--- src/rtl/sata_lpm_pkg.sv ---
package sata_lpm_pkg;
  localparam int CMD_W = 4;
  localparam int LS_W  = 2;
  localparam int RSP_W = 2;

  localparam logic [CMD_W-1:0] CMD_IDLE = 4'h0;
  localparam logic [CMD_W-1:0] CMD_ACT  = 4'h1;
  localparam logic [CMD_W-1:0] CMD_PART = 4'h2;
  localparam logic [CMD_W-1:0] CMD_SLUM = 4'h6;

  localparam logic [LS_W-1:0] LS_ACTIVE  = 2'd0;
  localparam logic [LS_W-1:0] LS_PARTIAL = 2'd1;
  localparam logic [LS_W-1:0] LS_SLUMBER = 2'd2;

  localparam logic [RSP_W-1:0] RSP_NONE   = 2'd0;
  localparam logic [RSP_W-1:0] RSP_ACCEPT = 2'd1;
  localparam logic [RSP_W-1:0] RSP_REJECT = 2'd2;
  localparam logic [RSP_W-1:0] RSP_DONE   = 2'd3;

  typedef enum logic [1:0] {SQ_IDLE, SQ_REQ, SQ_WAIT} seq_e;
endpackage

--- src/rtl/lpm_cmd_decode.sv ---
module lpm_cmd_decode
  import sata_lpm_pkg::*;
(
  input  logic             wr_en_i,
  input  logic [CMD_W-1:0] cmd_i,
  input  logic             auto_en_i,
  input  logic             busy_i,
  input  logic [LS_W-1:0]  cur_i,
  output logic             start_o,
  output logic [LS_W-1:0]  tgt_o
);
  logic legal, low_pwr, blocked;

  always_comb begin
    legal = 1'b1;
    tgt_o = LS_ACTIVE;
    case (cmd_i)
      CMD_ACT:  tgt_o = LS_ACTIVE;
      CMD_PART: tgt_o = LS_PARTIAL;
      CMD_SLUM: tgt_o = LS_SLUMBER;
      default:  legal = 1'b0;
    endcase
    low_pwr = (tgt_o != LS_ACTIVE);
    // low-power commands are illegal while automatic entry is on
    blocked = auto_en_i & low_pwr;
    start_o = wr_en_i & ~busy_i & legal & ~blocked & (tgt_o != cur_i);
  end
endmodule

--- src/rtl/lpm_auto_trig.sv ---
module lpm_auto_trig
  import sata_lpm_pkg::*;
(
  input  logic             clk_i,
  input  logic             rst_ni,
  input  logic             cmd_empty_i,
  input  logic             queue_empty_i,
  input  logic             en_i,
  input  logic             deep_i,
  input  logic             armed_i,
  output logic             fire_o,
  output logic [CMD_W-1:0] cmd_o,
  output logic [LS_W-1:0]  tgt_o
);
  logic empty, empty_q;

  assign empty = cmd_empty_i & queue_empty_i;

  // resets high so an already-empty port does not fire out of reset
  always_ff @(posedge clk_i or negedge rst_ni) begin
    if (!rst_ni) empty_q <= 1'b1;
    else         empty_q <= empty;
  end

  assign fire_o = empty & ~empty_q & en_i & armed_i;
  assign cmd_o  = deep_i ? CMD_SLUM : CMD_PART;
  assign tgt_o  = deep_i ? LS_SLUMBER : LS_PARTIAL;

  assert_fire_once_R10: assert property (@(posedge clk_i) disable iff (!rst_ni)
    fire_o |=> !fire_o);
endmodule

--- src/rtl/lpm_seq.sv ---
module lpm_seq
  import sata_lpm_pkg::*;
(
  input  logic             clk_i,
  input  logic             rst_ni,
  input  logic             start_i,
  input  logic [CMD_W-1:0] start_cmd_i,
  input  logic [LS_W-1:0]  start_tgt_i,
  input  logic [RSP_W-1:0] rsp_i,
  output logic [CMD_W-1:0] field_o,
  output logic             busy_o,
  output logic             req_valid_o,
  output logic [LS_W-1:0]  req_tgt_o,
  output logic [LS_W-1:0]  link_state_o
);
  seq_e             sq_q;
  logic [CMD_W-1:0] field_q;
  logic [LS_W-1:0]  tgt_q, ls_q;

  always_ff @(posedge clk_i or negedge rst_ni) begin
    if (!rst_ni) begin
      sq_q    <= SQ_IDLE;
      field_q <= CMD_IDLE;
      tgt_q   <= LS_ACTIVE;
      ls_q    <= LS_ACTIVE;
    end else begin
      case (sq_q)
        SQ_IDLE: if (start_i) begin
          field_q <= start_cmd_i;
          tgt_q   <= start_tgt_i;
          sq_q    <= SQ_REQ;
        end
        SQ_REQ, SQ_WAIT: begin
          if (rsp_i == RSP_ACCEPT) begin
            sq_q <= SQ_WAIT;
          end else if (rsp_i == RSP_REJECT) begin
            sq_q    <= SQ_IDLE;
            field_q <= CMD_IDLE;
          end else if (rsp_i == RSP_DONE) begin
            ls_q    <= tgt_q;
            sq_q    <= SQ_IDLE;
            field_q <= CMD_IDLE;
          end
        end
        default: sq_q <= SQ_IDLE;
      endcase
    end
  end

  assign field_o      = field_q;
  assign busy_o       = (sq_q != SQ_IDLE);
  assign req_valid_o  = (sq_q == SQ_REQ);
  assign req_tgt_o    = tgt_q;
  assign link_state_o = ls_q;

  assert_req_hold_R2: assert property (@(posedge clk_i) disable iff (!rst_ni)
    req_valid_o && rsp_i == RSP_NONE |=> req_valid_o && $stable(req_tgt_o) && $stable(field_o));
  assert_state_on_done_R3: assert property (@(posedge clk_i) disable iff (!rst_ni)
    !$stable(link_state_o) |-> $past(rsp_i == RSP_DONE));
  assert_clear_on_end_R4: assert property (@(posedge clk_i) disable iff (!rst_ni)
    busy_o && (rsp_i == RSP_REJECT || rsp_i == RSP_DONE) |=> field_o == CMD_IDLE && !req_valid_o);
  assert_field_legal_R6: assert property (@(posedge clk_i) disable iff (!rst_ni)
    field_o == CMD_IDLE || field_o == CMD_ACT || field_o == CMD_PART || field_o == CMD_SLUM);
  assert_no_start_busy_R7: assert property (@(posedge clk_i) disable iff (!rst_ni)
    busy_o |-> !start_i);
  assert_accept_keeps_R11: assert property (@(posedge clk_i) disable iff (!rst_ni)
    req_valid_o && rsp_i == RSP_ACCEPT |=> !req_valid_o && field_o != CMD_IDLE);
endmodule

--- src/rtl/sata_lpm_ctrl.sv ---
module sata_lpm_ctrl
  import sata_lpm_pkg::*;
(
  input  logic             clk_i,
  input  logic             rst_ni,
  input  logic             wr_en_i,
  input  logic [CMD_W-1:0] wr_cmd_i,
  input  logic             wr_auto_en_i,
  input  logic             wr_auto_deep_i,
  output logic [CMD_W-1:0] rd_cmd_o,
  output logic             rd_auto_en_o,
  output logic             rd_auto_deep_o,
  input  logic             cmd_empty_i,
  input  logic             queue_empty_i,
  output logic             lreq_valid_o,
  output logic [LS_W-1:0]  lreq_state_o,
  input  logic [RSP_W-1:0] lrsp_i,
  output logic [LS_W-1:0]  link_state_o
);
  logic             auto_en_q, auto_deep_q;
  logic             busy, dec_start, auto_fire, start;
  logic [LS_W-1:0]  dec_tgt, auto_tgt, start_tgt, ls;
  logic [CMD_W-1:0] auto_cmd, start_cmd;

  always_ff @(posedge clk_i or negedge rst_ni) begin
    if (!rst_ni) begin
      auto_en_q   <= 1'b0;
      auto_deep_q <= 1'b0;
    end else if (wr_en_i) begin
      auto_en_q   <= wr_auto_en_i;
      auto_deep_q <= wr_auto_deep_i;
    end
  end

  lpm_cmd_decode u_dec (
    .wr_en_i   (wr_en_i),
    .cmd_i     (wr_cmd_i),
    .auto_en_i (wr_auto_en_i),
    .busy_i    (busy),
    .cur_i     (ls),
    .start_o   (dec_start),
    .tgt_o     (dec_tgt)
  );

  lpm_auto_trig u_auto (
    .clk_i         (clk_i),
    .rst_ni        (rst_ni),
    .cmd_empty_i   (cmd_empty_i),
    .queue_empty_i (queue_empty_i),
    .en_i          (auto_en_q),
    .deep_i        (auto_deep_q),
    .armed_i       ((ls == LS_ACTIVE) && !busy),
    .fire_o        (auto_fire),
    .cmd_o         (auto_cmd),
    .tgt_o         (auto_tgt)
  );

  // hardware-initiated entry wins over a same-cycle software write
  assign start     = auto_fire | dec_start;
  assign start_cmd = auto_fire ? auto_cmd : wr_cmd_i;
  assign start_tgt = auto_fire ? auto_tgt : dec_tgt;

  lpm_seq u_seq (
    .clk_i        (clk_i),
    .rst_ni       (rst_ni),
    .start_i      (start),
    .start_cmd_i  (start_cmd),
    .start_tgt_i  (start_tgt),
    .rsp_i        (lrsp_i),
    .field_o      (rd_cmd_o),
    .busy_o       (busy),
    .req_valid_o  (lreq_valid_o),
    .req_tgt_o    (lreq_state_o),
    .link_state_o (ls)
  );

  assign link_state_o   = ls;
  assign rd_auto_en_o   = auto_en_q;
  assign rd_auto_deep_o = auto_deep_q;

  assert_auto_block_R8: assert property (@(posedge clk_i) disable iff (!rst_ni)
    wr_en_i && wr_auto_en_i && !busy && !auto_fire &&
    (wr_cmd_i == CMD_PART || wr_cmd_i == CMD_SLUM) |=> !lreq_valid_o);
  assert_auto_active_R10: assert property (@(posedge clk_i) disable iff (!rst_ni)
    auto_fire |-> ls == LS_ACTIVE);
endmodule

--- config.mk ---
export PLATFORM = sky130hd
export DESIGN_NAME = sata_lpm_ctrl
export DESIGN_NICKNAME = d
export VERILOG_FILES = /design/src/rtl/sata_lpm_pkg.sv /design/src/rtl/lpm_cmd_decode.sv /design/src/rtl/lpm_auto_trig.sv /design/src/rtl/lpm_seq.sv /design/src/rtl/sata_lpm_ctrl.sv
export SDC_FILE = /design/constraint.sdc
export NUM_CORES = 1
export LEC_CHECK = 0
export CAP_MARGIN = 15
export CELL_PAD_IN_SITES_DETAIL_PLACEMENT = 1
export CELL_PAD_IN_SITES_GLOBAL_PLACEMENT = 1
export CORE_MARGIN = 3
export CORE_UTILIZATION = 34
export DETAILED_ROUTE_END_ITERATION = 7
export HOLD_SLACK_MARGIN = 0.15
export PLACE_DENSITY = 0.85
export SLEW_MARGIN = 20
export SYNTH_ARGS = -nofsm -noshare
export SYNTH_HDL_FRONTEND = slang
export SYNTH_SLANG_ARGS = --single-unit
--- constraint.sdc ---
create_clock -name clk_i -period 2.6 [get_ports clk_i]
set_input_delay 0.26 -clock clk_i [delete_from_list [all_inputs] [get_ports clk_i]]
set_output_delay 0.26 -clock clk_i [all_outputs]
set_load 0.01 [all_outputs]
Word level (Yosys, flattened, before mapping)
Cells that the tools add are included.
Word-level totals
  output and inout bits: 11
  word-level logic and storage cells: 64
  input port bits: 13
  register bits: 13
Cells by class
  multiplexer cells: 16
  bitwise operators: 15
  equal/unequal tests: 13
  reductions and logical operators: 13
Operators by type and width (number)
  4-bit two-way mux: 5
  2-bit two-way mux: 6
  1-bit AND: 9
  2-bit case mux with 2 select lines: 2
  4-bit case mux with 2 select lines: 1
  4-bit AND reduction: 2
  2-bit equality test (second input constant): 3
  2-bit nonzero test: 3
  1-bit inverter: 5
  2-bit by 1-bit equality test with 1-bit output (second input constant): 2
  4-bit by 1-bit equality test with 1-bit output (second input constant): 1
  4-bit by 2-bit equality test with 1-bit output (second input constant): 1
  4-bit by 3-bit equality test with 1-bit output (second input constant): 1
  2-bit zero test: 2
  2-bit != test (second input constant): 2
  4-bit by 1-bit != test with 1-bit output (second input constant): 1
  2-bit AND reduction: 2
  3-bit two-way mux: 1
  3-bit by 1-bit != test with 1-bit output (second input constant): 1
  3-bit OR reduction: 1
  2-bit != test: 1
  2-bit OR reduction: 1
  1-bit logical AND: 1
  1-bit zero test: 1
  other kinds (2): 2

Longest topological paths before layout
Gate-level depths: netlist of the first run.
  depth after elaboration: 10
  depth in mapped cells: 7
  gate-level depth less buffers: 7

Modules after synthesis
From an unflattened synthesis of the first run, not the netlist that was laid out.
Second synthesis, totals
  cells, all modules: 89
  area, all modules: 943.4 um^2
Modules (own cells, without submodules)
  lpm_seq: area an instance 569.3 um^2, cells each 53, sequential area each 250.2 um^2, times used 1
  sata_lpm_ctrl: area an instance 185.2 um^2, cells each 13, sequential area each 50.0 um^2, times used 1
  lpm_cmd_decode: area an instance 96.3 um^2, cells each 11, sequential area each 0.0 um^2, times used 1
  lpm_auto_trig: area an instance 92.6 um^2, cells each 12, sequential area each 26.3 um^2, times used 1

Least setup slack after synthesis of the first run
No wires, ideal clock.
  kind: reg2reg
  from: register u_seq.sq_q[1]
  to: register u_seq.sq_q[0]
  clock period less this slack: 1.858 ns
  slack: 0.742 ns
  required time: 2.475 ns
  library setup time: 0.125 ns
  stages on the path, launching flop included: 8
  buffers on the path: 0
  data arrival time: 1.734 ns
  cell sequence: dfrtp_1 inv_1 ha_1 nand4_1 o41ai_2 a21oi_2 a31oi_2 mux2_2
On the way
  word-level cells in the longest chain between the ends: 9
  elaborated cells on any way between the ends: 18
  those cells by class: eq/ne (4); mux (1); bitwise (7); reduce/logical (6)
RTL lines
  start: declaration: line lpm_seq.sv:16  | seq_e sq_q;
  start signal: assignment: line lpm_seq.sv:22  | sq_q <= SQ_IDLE;
  start signal: assignment: line lpm_seq.sv:31  | sq_q <= SQ_REQ;
  start signal: assignment: line lpm_seq.sv:35  | sq_q <= SQ_WAIT;
  2-bit nonzero test: line lpm_seq.sv:51  | assign busy_o = (sq_q != SQ_IDLE);
  1-bit inverter: line lpm_cmd_decode.sv:26  | start_o = wr_en_i & ~busy_i & legal & ~blocked & (tgt_o != cur_i);
  1-bit AND (4 in a row): line lpm_cmd_decode.sv:26
  1-bit bitwise OR: line sata_lpm_ctrl.sv:59  | assign start = auto_fire | dec_start;
  2-bit != test (no line)
  2-bit AND reduction (no line)
Several ways; a longest one is shown, not always the timed one.
A chain may end at the register's enable or synchronous reset.

Worst setup path after layout of the first run
  from: register u_seq.sq_q[0]
  to: register u_seq.sq_q[0]
Same word-level chain as after synthesis.

==> metrics.md, run 1 <==
| Metric | Value |
|---|---|
| Reg2reg setup slack | `0.43 ns` |
| Worst R2R End | `u_seq.sq_q[0]` |
| Sequential cell area | `327 µm²` |
| Clk slew on worst S/H paths | `0.08 ns` |
| # hold bufs at CTS | `0` |
| DIE HEIGHT | `roughly 54 µm` |
| Leading area contributor after synthesis | `dfrtp_1` |
| Via count | `685` |
| Least-Margin Pin Slew | `0.617 ns` |
| Footprint of the multi-input gates | `438 µm²` |
| #FFs+latches synth | `13` |
| Met1 usage | `22.4%` |
| Outcome | `complete, no violations` |
| Final hold violations | `0` |
| Worst Skew | `0.00984 ns` |
| Global-route wire length before repair | `3.40 mm` |
| Hold WC Path Type | `in2async` |
| Setup violators final | `0` |
| Critical R2R Launch | `u_seq.sq_q[0]` |
| H-tree depth | `1` |
| FILL cells | `about 240` |
| CP max FO | `4` |
| # DRC | `0` |
| Worst path required time | `2.77 ns` |
| Gate count of the mapped netlist | `74` |
| Max frequency | `460 MHz` |
| Peak supply drop | `535 µV` |
| CP endpoint kind | `flip-flop` |
| CTS tree | `built` |
| Vias per cell | `roughly 5.4` |
| Clock Path Buffers | `2` |
| Unique masters post-synth | `33` |
| Pre-antenna DRT Iters | `4` |
| WL per Instance | `16.2 µm` |
| Fin. max-slew vios | `0` |
| Cell breakdown of the critical path | `inv_1, ha_1, nand4_1, o41ai_2, a21oi_2, a31oi_2, mux2_2` |
| Post-CTS Repair Setup Buffers | `0` |
| Final Non-Filler Cells | `roughly 130` |
| Total Neg Setup Slack | `0 ns` |
| Total Routing Usage GR | `between 15 and 20%` |
| Latest clock arrival within the worst-skew pair | `0.28 ns` |
| Sequential share of the synthesized area | `41.1%` |
| GR Layer Usage met2 | `25.1%` |
| Row cnt | `16` |
| Layout net count | `121` |
| Hold_ws | `0.362 ns` |
| Tot Pwr | `0.955 mW` |
| Die area | `roughly 0.0030 mm²` |
| R2R depth | `7` |
| Max-cap viol count | `0` |
| Layout cells sized above 1 | `15.0%` |
| PwrDens | `883 mW/mm²` |
| Synth warn | `0` |
| Core area | `0.00208 mm²` |
| Largest cells by area after synthesis | `dfrtp_1 38%, ha_1 11%, mux2_2 7.1%` |
| Routed Antenna Nets | `0` |
| Initial antenna violation count | `0` |
| Placed instance count | `123` |
| RSZ-0062 raised after global routing | `no` |
| Mapped Area | `795 µm²` |
| Layout area overhead | `36.1%` |
| Synth Area per Inst | `10.7 µm²` |
| Top-area cell type share of the netlist area | `37.8%` |
| Setup WS post-layout | `0.426 ns` |
| Final core utilization | `51.9%` |
| Leakage | `0.469 nW` |
| Non-Filler Cell Area, Final | `between 0.001 and 0.0015 mm²` |
| Most frequent cells after synthesis | `12 x dfrtp_1, 7 x ha_1, 7 x inv_1` |
| Post-place instance area | `0.00105 mm²` |
| Worst path slowest cell | `o41ai_2` |
| Total CTS buffers | `3` |
| Post-CTS sizing | `0` |
| Die X-Extent | `approximately 54 µm` |
| Final HPWL DP | `1.70 mm` |
| Top_reg_cell synth | `dfrtp_1` |
| Async S/R FF share, synth | `between 90% and 100%` |
| Largest net degree at the start of global routing | `14` |
| Remaining Overflow, GRT | `0` |
| CP max stage delay | `~0.43 ns` |
| Port Buffer Count | `23` |
| Tcrit/Tclk final | `83.6%` |
| Worst path arrival time | `roughly 2.3 ns` |
| Minimum clock period | `2.17 ns` |
| Diode count | `0` |
| Category of the most critical setup path | `reg2reg` |
| Initial Util | `38.2%` |
| Met3 usage | `5.99%` |
| Worst setup SP type | `flip-flop` |
| Syn_nets | `94` |
| Gpl congestion | `between 0.7 and 0.8` |
| Dpl ws | `around 0.38 ns` |
| Count leader, synth | `dfrtp_1` |
| Final wirelength | `about 2.1 mm` |
| Initial drt markers | `11` |
| Grt peak-use layer | `met2` |
| Total clock sinks | `13` |
| Top-level port count | `24` |
| Post-synth EDFFs | `0` |
| Vias in the first global route | `736` |
| Clock root buffer | `clkbuf_4` |
| Slew headroom | `about three fifths` |
cell type report:
cell class	count	share of cell area [%]
clock buffer	4	2.43
inverter	7	2.43
timing repair buffer	23	21.3
tap	27	3.12
multi-input combinational	53	40.5
sequential	13	30.2
registers in the layout, summed over array words and instances (netlist names):
signal and flops:
u_seq.link_state_o 2, u_seq.field_o 4, u_auto.empty_q 1, u_seq.req_tgt_o 2, rd_auto_en_o 1, rd_auto_deep_o 1, u_seq.sq_q 2
metal layers:
layer  wire (µm)  vias up
met5           0        -
met4           9        0
met3         101        2
met2        1000       15
met1         941      344
li1            -      324
placed cells by master, fill, tap and decap left out, types with 2 or more instances in the layout:
cell             count
nand2_1              3
mux2i_1              2
ha_1                 7
nand3b_1             2
clkbuf_4             3
nand3_1              4
and2_1               2
dfrtp_1             12
o21ai_0              2
mux2_2               5
nor2_1               6
clkdlybuf4s50_1     23
inv_1                7
cells by family (layout without fill, tap and decap cells):
kind of cell	count (synthesis)	count (layout)	share of synthesized area (%)
mux	7	7	9.61
flops	13	13	41.1
fa+ha+maj	7	7	11.0
simple gates	26	26	18.9
compound gates	13	13	15.6
buf+inv	8	34	3.78
worst max-delay path by stage:
stage,startpoint,slack (ns),end,cells after the start
6_report,u_seq.sq_q[0],0.43,u_seq.sq_q[0],7
4_1_cts,u_seq.sq_q[0],0.44,u_seq.sq_q[0],7
2_1_floorplan,u_seq.sq_q[1],0.74,u_seq.sq_q[0],7
5_1_grt,u_seq.sq_q[0],0.24,u_seq.sq_q[0],7
3_3_place_gp,wr_cmd_i[1],0.49,u_seq.sq_q[0],6
3_5_place_dp,wr_cmd_i[1],0.38,u_seq.sq_q[0],6
power breakdown:
group	switching [mW]	internal (mW)	total (mW)
logic	0.245	0.254	0.498
registers	0.0672	0.265	0.332
clock network	0.0646	0.0594	0.124
critical path, delay by kind of cell (launching register included):
kind	cells	cell delay, ns
AO/OA/AOI/OAI	3	0.74
flip-flops	1	0.42
multiplexers	1	0.36
adder cells (fa/ha/maj)	1	0.26
AND/OR/NAND/NOR	1	0.18
buffers and inverters	1	0.10
(Power assumes the default switching activity.)
==> run 2: changes to the inputs <==
clock period = 2.1 ns   (was 2.6 ns; I/O delays follow)
==> metrics.md, run 2 (synthesis gave the netlist of run 1 again) <==
| Metric | Value |
|---|---|
| Outcome | `complete, no violations` |
| Hold WC Path Type | `in2async` |
| Minimum clock period | `1.93 ns` |
| Tcrit/Tclk final | `91.9%` |
| DIE HEIGHT | `54.3 µm` |
| Post-place instance area | `about 0.0011 mm²` |
| Latest clock arrival within the worst-skew pair | `0.29 ns` |
| Routed Antenna Nets | `0` |
| Fin. max-slew vios | `0` |
| CP max stage delay | `0.39 ns` |
| Peak supply drop | `about 580 µV` |
| Diode count | `0` |
| Total clock sinks | `13` |
| Max-cap viol count | `0` |
| Post-CTS Repair Setup Buffers | `0` |
| Total Routing Usage GR | `17.2%` |
| Worst setup SP type | `flip-flop` |
| Crit path buf inv count | `1` |
| Vias per cell | `5.25` |
| Category of the most critical setup path | `reg2reg` |
| Clock root buffer | `clkbuf_4` |
| Cell breakdown of the critical path | `inv_1, ha_1, nand4_1, o41ai_4, a21oi_2, a31oi_2, mux2_2` |
| Comb pwr share | `53.8%` |
| Sw Share | `39.8%` |
| Tot Pwr | `1.27 mW` |
| Clk pwr share | `13.1%` |
| Initial Util | `38.2%` |
| Worst path required time | `2.29 ns` |
| Worst path slowest cell | `dfrtp_1` |
| Port Buffer Count | `23` |
| Worst path arrival time | `2.12 ns` |
| RSZ-0062 raised after global routing | `yes` |
| Remaining Overflow, GRT | `0` |
| Clock Path Buffers | `2` |
| Non-Filler Cell Area, Final | `0.00113 mm²` |
| P_sw | `just over 0.5 mW` |
| Global-route wire length before repair | `approximately 3.4 mm` |
| Die area | `a little under 0.003 mm²` |
| Row cnt | `16` |
| Most frequent cells in the layout | `23 x clkdlybuf4s50_1, 12 x dfrtp_1, 7 x inv_1, 7 x ha_1, 6 x nor2_1` |
| Total CTS buffers | `3` |
| Layout area overhead | `41.9%` |
| Layout net count | `125` |
| Seq pwr share | `33.1%` |
| PwrDens | `roughly 1100 mW/mm²` |
| Initial antenna violation count | `0` |
| Initial drt markers | `9` |
| Final core utilization | `54.1%` |
| Final wirelength | `approximately 2.2 mm` |
| Final hold violations | `0` |
| Worst Skew | `0.00886 ns` |
| Largest register FFs | `4` |
| Clk slew on worst S/H paths | `~0.09 ns` |
| CP delay by family, top | `compound AO/OA/AOI/OAI gates` |
| Internal power | `0.767 mW` |
| CP endpoint kind | `flip-flop` |
| FILL cells | `238` |
| Top-level port count | `24` |
| WL per Instance | `16.7 µm` |
| Total Neg Setup Slack | `0 ns` |
| Vias in the first global route | `704` |
| Placed instance count | `127` |
| CP max FO | `4` |
| H-tree depth | `1` |
| Setup violators final | `0` |
| Largest net degree at the start of global routing | `14` |
| Slew headroom | `61.4%` |
| CTS tree | `built` |
| Die X-Extent | `~54 µm` |
| # DRC | `0` |
| Leakage | `about 0.5 nW` |
| Via count | `a little under 700` |
| Least-Margin Pin Slew | `between 0.5 and 0.6 ns` |
| Final HPWL DP | `~1.8 mm` |
| Gpl congestion | `0.756` |
| Core area | `0.00208 mm²` |
| Max frequency | `518 MHz` |
| Final Non-Filler Cells | `131` |
| Layout cells sized above 1 | `20.2%` |
| Most common cell after layout, fill and taps aside | `clkdlybuf4s50_1` |
| Pre-antenna DRT Iters | `4` |
==> run 2: cell count changes in the layout (fill, tap and decap cells not counted), sizes merged <==
| cell | previous run | this run |
|---|---|---|
| buf | 0 | 4 |
| clkbuf | 4 | 3 |
| clkinv | 0 | 1 |
==> run 2: routing by layer <==
| metal | wire length, µm | part of all wire [%] | vias up | global-route usage [%] |
|---|---|---|---|---|
| li1 | - | - | 330 | - |
| met1 | 969 | 44 | 335 | 21.4 |
| met2 | 1050 | 48 | 18 | 27.3 |
| met3 | 129 | 5.9 | 5 | 5.99 |
| met4 | 35 | 1.6 | 0 | 6.22 |
| met5 | 0 | 0 | - | 0 |
==> run 2: path summary, 6_finish.rpt <==
| kind | slack (ns) | from | endpoint | depth (start not counted) |
|---|---|---|---|---|
| min in group clk_i | 0.48 | queue_empty_i | u_auto.empty_q | 2 |
| hold / removal | 0.27 | rst_ni | rd_auto_en_o | 1 |
| setup / recovery | 0.17 | u_seq.sq_q[1] | u_seq.sq_q[0] | 7 |
| setup reg to reg | 0.17 | u_seq.sq_q[1] | u_seq.sq_q[0] | 7 |
| hold reg to reg | 0.49 | u_seq.field_o[3] | u_seq.field_o[3] | 1 |
| max in group asynchronous | 1.44 | rst_ni | u_seq.field_o[3] | 1 |
==> run 2: power groups by stage <==
| stage | clock, mW | combinational [mW] | sequential (mW) |
|---|---|---|---|
| after floorplan | 0 | 0.340 | 0.425 |
| after global placement | 0 | 0.653 | 0.414 |
| after detailed placement | 0 | 0.671 | 0.419 |
| after CTS | 0.175 | 0.679 | 0.414 |
| after global routing | 0.189 | 0.756 | 0.431 |
| final | 0.167 | 0.685 | 0.422 |
==> run 2: final cells by class <==
| type | instances | area [µm²] | share of cell area, % |
|---|---|---|---|
| Tap cell | 27 | 33.8 | 3.00 |
| Clock inverter | 1 | 5.00 | 0.444 |
| Sequential cell | 13 | 327 | 29.0 |
| Clock buffer | 3 | 22.5 | 2.00 |
| Inverter | 7 | 26.3 | 2.33 |
| Multi-Input combinational cell | 53 | 453 | 40.2 |
| Timing Repair Buffer | 27 | 260 | 23.1 |
==> run 2: metrics by stage <==
step,hold slack [ns],worst slack [ns]
6_report,0.275,0.171
5_1_grt,0.314,-0.00347
4_1_cts,0.297,0.172
3_5_place_dp,0.470,0.0275
3_3_place_gp,0.464,0.122
2_1_floorplan,-0.0856,0.242
==> run 2: worst register-to-register path: stages (launching register included) <==
cell,delay (ns)
dfrtp_1,0.39
inv_1,0.12
ha_1,0.19
nand4_1,0.20
o41ai_4,0.30
a21oi_2,0.08
a31oi_2,0.20
mux2_2,0.35
==> run 2: timing repair <==
action,4_1_cts,5_1_grt
gates resized for setup,0,2
setup endpoints to repair,0,1
hold buffers,0,0
